File: src/rtl/phase_gate_pkg.sv
package phase_gate_pkg;

    typedef enum logic [1:0] {
        PH_UNARMED = 2'd0,
        PH_LOW     = 2'd1,
        PH_COUNT   = 2'd2,
        PH_OPEN    = 2'd3
    } phase_state_t;

    typedef struct packed {
        logic romsel_n;
        logic a14;
        logic a13;
        logic rw_n;
        logic ram_en;
    } bus_view_t;

    typedef struct packed {
        logic ce_n;
        logic we_n;
    } ram_strobe_t;

    // work-RAM window: A15 low (select high), A14 and A13 high, mapper enable set
    function automatic logic window_hit(input bus_view_t b);
        return b.romsel_n & b.a14 & b.a13 & b.ram_en;
    endfunction

endpackage

File: src/rtl/phase_sync.sv
module phase_sync #(
    parameter int STAGES = 2
) (
    input  logic clk,
    input  logic rst,
    input  logic d_in,
    output logic q_out
);
    logic [STAGES-1:0] chain_q;

    generate
        for (genvar i = 0; i < STAGES; i++) begin : g_stage
            if (i == 0) begin : g_first
                always_ff @(posedge clk) begin
                    // preset high so a phase in progress at reset is not mistaken for a new one
                    if (rst) chain_q[i] <= 1'b1;
                    else     chain_q[i] <= d_in;
                end
            end else begin : g_next
                always_ff @(posedge clk) begin
                    if (rst) chain_q[i] <= 1'b1;
                    else     chain_q[i] <= chain_q[i-1];
                end
            end
        end
    endgenerate

    assign q_out = chain_q[STAGES-1];
endmodule

File: src/rtl/rise_delay.sv
module rise_delay
    import phase_gate_pkg::*;
#(
    parameter int DELAY_CYCLES = 4,
    localparam int CNT_W = (DELAY_CYCLES < 2) ? 1 : $clog2(DELAY_CYCLES)
) (
    input  logic clk,
    input  logic rst,
    input  logic m2_sync,
    output logic open_q
);
    localparam logic [CNT_W-1:0] LAST = CNT_W'(DELAY_CYCLES - 1);

    phase_state_t      state_q, state_d;
    logic [CNT_W-1:0]  cnt_q, cnt_d;

    always_comb begin
        state_d = state_q;
        cnt_d   = cnt_q;
        if (!m2_sync) begin
            state_d = PH_LOW;
            cnt_d   = '0;
        end else begin
            unique case (state_q)
                PH_UNARMED: state_d = PH_UNARMED;
                PH_LOW: begin
                    cnt_d   = '0;
                    state_d = (DELAY_CYCLES == 1) ? PH_OPEN : PH_COUNT;
                end
                PH_COUNT: begin
                    if (cnt_q == LAST - CNT_W'(1)) state_d = PH_OPEN;
                    else                           cnt_d   = cnt_q + CNT_W'(1);
                end
                PH_OPEN: state_d = PH_OPEN;
                default: state_d = PH_UNARMED;
            endcase
        end
    end

    always_ff @(posedge clk) begin
        if (rst) begin
            state_q <= PH_UNARMED;
            cnt_q   <= '0;
        end else begin
            state_q <= state_d;
            cnt_q   <= cnt_d;
        end
    end

    assign open_q = (state_q == PH_OPEN);

    AST_CNT_BOUND: assert property (@(posedge clk) disable iff (rst)
        cnt_q <= LAST);
    AST_RESET_CLOSED: assert property (@(posedge clk) disable iff (rst)
        $past(rst) |-> !open_q);
    AST_CLOSE_ON_LOW: assert property (@(posedge clk) disable iff (rst)
        !m2_sync |=> !open_q);
    AST_OPEN_AFTER_HIGH: assert property (@(posedge clk) disable iff (rst)
        $rose(open_q) |-> $past(m2_sync));
endmodule

File: src/rtl/ram_decode.sv
module ram_decode
    import phase_gate_pkg::*;
(
    input  logic        phase_on,
    input  bus_view_t   bus,
    output ram_strobe_t strobe
);
    logic sel;

    always_comb begin
        sel         = phase_on & window_hit(bus);
        strobe.ce_n = ~sel;
        strobe.we_n = ~(sel & ~bus.rw_n);
    end
endmodule

File: src/rtl/bus_phase_gate.sv
module bus_phase_gate
    import phase_gate_pkg::*;
#(
    parameter int SYNC_STAGES  = 2,
    parameter int DELAY_CYCLES = 4
) (
    input  logic clk,
    input  logic rst,
    input  logic m2_raw,
    input  logic romsel_n,
    input  logic cpu_a14,
    input  logic cpu_a13,
    input  logic cpu_rw_n,
    input  logic ram_en,
    output logic m2_shaped,
    output logic ram_ce_n,
    output logic ram_we_n
);
    logic        m2_sync;
    logic        open_q;
    bus_view_t   bus;
    ram_strobe_t strobe;

    phase_sync #(.STAGES(SYNC_STAGES)) u_sync (
        .clk   (clk),
        .rst   (rst),
        .d_in  (m2_raw),
        .q_out (m2_sync)
    );

    rise_delay #(.DELAY_CYCLES(DELAY_CYCLES)) u_delay (
        .clk     (clk),
        .rst     (rst),
        .m2_sync (m2_sync),
        .open_q  (open_q)
    );

    // falling edge passes through logic only; the rise waits for the registered flag
    assign m2_shaped = m2_raw & open_q;

    always_comb begin
        bus.romsel_n = romsel_n;
        bus.a14      = cpu_a14;
        bus.a13      = cpu_a13;
        bus.rw_n     = cpu_rw_n;
        bus.ram_en   = ram_en;
    end

    ram_decode u_decode (
        .phase_on (m2_shaped),
        .bus      (bus),
        .strobe   (strobe)
    );

    assign ram_ce_n = strobe.ce_n;
    assign ram_we_n = strobe.we_n;

    AST_WE_READ_QUIET: assert property (@(posedge clk) disable iff (rst)
        cpu_rw_n |-> ram_we_n);
    AST_CE_NEEDS_SELECT: assert property (@(posedge clk) disable iff (rst)
        !ram_ce_n |-> romsel_n);
    AST_STROBE_NEEDS_OPEN: assert property (@(posedge clk) disable iff (rst)
        !ram_ce_n |-> (open_q && m2_raw));
    AST_SHAPED_AFTER_SYNC: assert property (@(posedge clk) disable iff (rst)
        m2_shaped |-> $past(m2_sync));
endmodule

File: config.mk
export PLATFORM = sky130hd
export DESIGN_NAME = bus_phase_gate
export DESIGN_NICKNAME = d
export VERILOG_FILES = /design/src/rtl/phase_gate_pkg.sv /design/src/rtl/phase_sync.sv /design/src/rtl/rise_delay.sv /design/src/rtl/ram_decode.sv /design/src/rtl/bus_phase_gate.sv
export SDC_FILE = /design/constraint.sdc
export NUM_CORES = 1
export LEC_CHECK = 0
export BUFFER_PORTS_ARGS = -buffer_cell sky130_fd_sc_hd__buf_2
export CORE_AREA = 10 10 47 49
export CTS_CLUSTER_SIZE = 16
export DETAILED_ROUTE_END_ITERATION = 6
export DIE_AREA = 0 0 57 59
export PLACE_DENSITY_LB_ADDON = 0.05
export SLEW_MARGIN = 15
export SYNTH_ARGS = -nofsm -noshare
export SYNTH_HDL_FRONTEND = slang
export SYNTH_SLANG_ARGS = --single-unit
export TNS_END_PERCENT = 5
File: constraint.sdc
create_clock -name clk -period 2.9 [get_ports clk]
set_input_delay 0.58 -clock clk [delete_from_list [all_inputs] [get_ports clk]]
set_output_delay 0.58 -clock clk [all_outputs]
set_load 0.02 [all_outputs]
==> flow_metrics.env <==
export IMPL_crit_required_ns=2.32
export IMPL_min_from="u_sync.q_out"
export IMPL_ys_warn_count=0
export IMPL_maxSlewViolCount=0
export IMPL_wl_per_cell_um=10.73
export IMPL_whs_ns=0.4204
export IMPL_end_kind="output port"
export IMPL_crit_buf_inv=1
export IMPL_critical_path_class="flop to output port"
export IMPL_rows=14
export IMPL_antenna_found_initial=0
export IMPL_hold_class="flop to flop"
export IMPL_path_cells="and3_2 > nand3b_1 > buf_2"
export IMPL_peakVddDrop_uv=235.7
export IMPL_num_vias=239
export IMPL_ys_seq_area_share_pct=45.28
export IMPL_fmax_mhz=571.9
export IMPL_cts_buffers=3
export IMPL_cts_resized=0
export IMPL_layout_setup_ws_ns=1.151
export IMPL_syn_area_um2=265.3
export IMPL_powerDensity_mw_per_mm2=480.8
export IMPL_dp_slack_ns=1.183
export IMPL_final_cells=56
export IMPL_grt_max_degree=10
export IMPL_hold_end="u_delay.state_q[0]"
export IMPL_route_detailed_drc=0
export IMPL_drtPass1Iterations=2
export IMPL_drtIter0Drc=1
export IMPL_die_area_mm2=0.003363
export IMPL_ys_ff_latch=6
export IMPL_drv_cap=0
export IMPL_via_per_inst=4.268
export IMPL_rsz0062_at_grt="false"
export IMPL_port_buffers=10
export IMPL_reg2reg_slack_ns=1.49
export IMPL_grt_remaining_overflow=0
export IMPL_mostFrequentLayoutCells="buf_2, dfxtp_1, clkbuf_4"
export IMPL_setup_worst_path_start_class="flop"
export IMPL_cts_tree="yes"
export IMPL_finalCritPeriodShare_pct=60.30
export IMPL_path_clk_slew_ns=0.04
export IMPL_grt_pass1_vias=301
export IMPL_ys_types=16
export IMPL_syn_inst=27
export IMPL_die_w_um=57
export IMPL_post_cts_setup_buffer_count=0
export IMPL_place_gp_congestion=0.6493
export IMPL_coreArea_mm2=0.001401
export IMPL_place_inst=53
export IMPL_crit_start="u_delay.state_q[0]"
export IMPL_cp_max_fo=9
export IMPL_cts_hold_buf=0
export IMPL_rr_endpoint="u_delay.cnt_q[1]"
export IMPL_arrival_ns=1.17
export IMPL_cp_slowest_cell="dfxtp_1"
export IMPL_ctsLongestPathBuffers=2
export IMPL_grt_pass1_wl_mm=1.200
export IMPL_clk_latency_ns=0.24
export IMPL_reg2reg_depth=4
export IMPL_area_growth_pct=34.91
export IMPL_clock_skew_ns=0.005432
export IMPL_syn_area_per_cell_um2=9.824
export IMPL_final_min_clock_period_ns=1.749
export IMPL_fp_dieH_um=59
export IMPL_diodes=0
export IMPL_fillers=165
export IMPL_fin_setup_tns_ns=0
export IMPL_p_leak_nw=0.1385
export IMPL_hold_depth=1
export IMPL_io_pins=11
export IMPL_setup_violations_final=0
export IMPL_drt_total_wl_um=601
export IMPL_slew_headroom_pct=82.36
export IMPL_clock_sinks=6
export IMPL_final_common_cell="buf_2"
export IMPL_finalHoldViolations=0
export IMPL_outcome="finished, final reports clean"
export IMPL_reg2reg_from="u_delay.cnt_q[0]"
export IMPL_h_tree_depth=1
export IMPL_antenna_left=0
export IMPL_cpLargestDelayFamily="flip-flops"
export IMPL_worst_pin_slew_ns=0.2642
export IMPL_synth_nets=36
export IMPL_grt_usage_pct=4.318
export IMPL_drive_gt1_share_pct=45.00
export IMPL_cts_root_buf="clkbuf_4"
export IMPL_initial_utilization_pct=18.93
export IMPL_fin_nets=51
export IMPL_max_stage_delay_ns=0.46
## final cells by class
class                           instances  area, µm²  area share (%)
Inverter                                1      3.754           1.049
Tap cell                               16      20.02           5.594
Timing Repair Buffer                   10      50.05           13.99
Clock buffer                            3      22.52           6.294
Sequential cell                         6      120.1           33.57
Multi-Input combinational cell         20      141.4           39.51
## worst max path at each step
stage | endpoint | slack (ns) | cells past startpoint
final | ram_we_n | 1.15 | 3
after global routing | ram_we_n | 1.02 | 3
after CTS | ram_we_n | 1.13 | 3
after detailed placement | ram_we_n | 1.18 | 4
after global placement | ram_we_n | 1.20 | 4
after floorplan | ram_we_n | 1.28 | 2
## logic make-up after synthesis
| family | count (synthesis) | synth area share [%] |
|---|---|---|
| DFF | 6 | 45.28 |
| buffers and inverters | 1 | 1.414 |
| and+or+nand+nor | 13 | 34.44 |
| AOI/OAI and AO/OA | 6 | 14.14 |
| adders and majority gates | 1 | 4.716 |
## Yosys cell counts
library cell	count	share of area (%)
a21oi_1	1	1.9
a31oi_1	2	4.7
and3_2	1	2.8
and4_1	1	3.3
dfxtp_1	6	45
ha_1	1	4.7
inv_1	1	1.4
nand2_1	1	1.4
nand2b_1	1	2.4
nand3b_1	1	2.8
nor2_1	2	2.8
o211ai_1	2	5.7
o21ai_0	1	1.9
or2_2	2	4.7
or3b_2	2	6.6
or4b_1	2	7.5
## routing by layer
| metal | vias up | part of all wire [%] | track usage (%) |
|---|---|---|---|
| met5 | - | 0 | 0 |
| met4 | 0 | 0 | 0 |
| met3 | 0 | 5.3 | 3.433 |
| met2 | 5 | 48 | 7.752 |
| met1 | 104 | 47 | 4.028 |
| li1 | 130 | - | - |
## stage by stage
step	instance area (µm²)	total power [W]	util, %
after floorplan	265.3	0.00009326	-
after global placement	335.3	0.00009917	23.93
after detailed placement	335.3	0.00009953	23.93
after CTS	357.8	0.0001757	25.54
after global routing	357.8	0.0001880	25.54
final	357.8	0.0001721	25.54
## registers in the layout, summed over array words and instances, names as in the netlist
name             count
u_sync.chain_q       1
u_delay.cnt_q        2
u_delay.state_q      2
u_sync.q_out         1
## where the power goes
group / switching [W] / leakage (nW) / total (W) / internal [W]
registers: 0.00000248 / 0.0490 / 0.0000879 / 0.0000854
clock network: 0.0000276 / 0.0138 / 0.0000742 / 0.0000466
logic: 0.00000352 / 0.0757 / 0.00000993 / 0.00000641
total: 0.0000336 / 0.138 / 0.000172 / 0.000138
(Power assumes the default switching activity.)
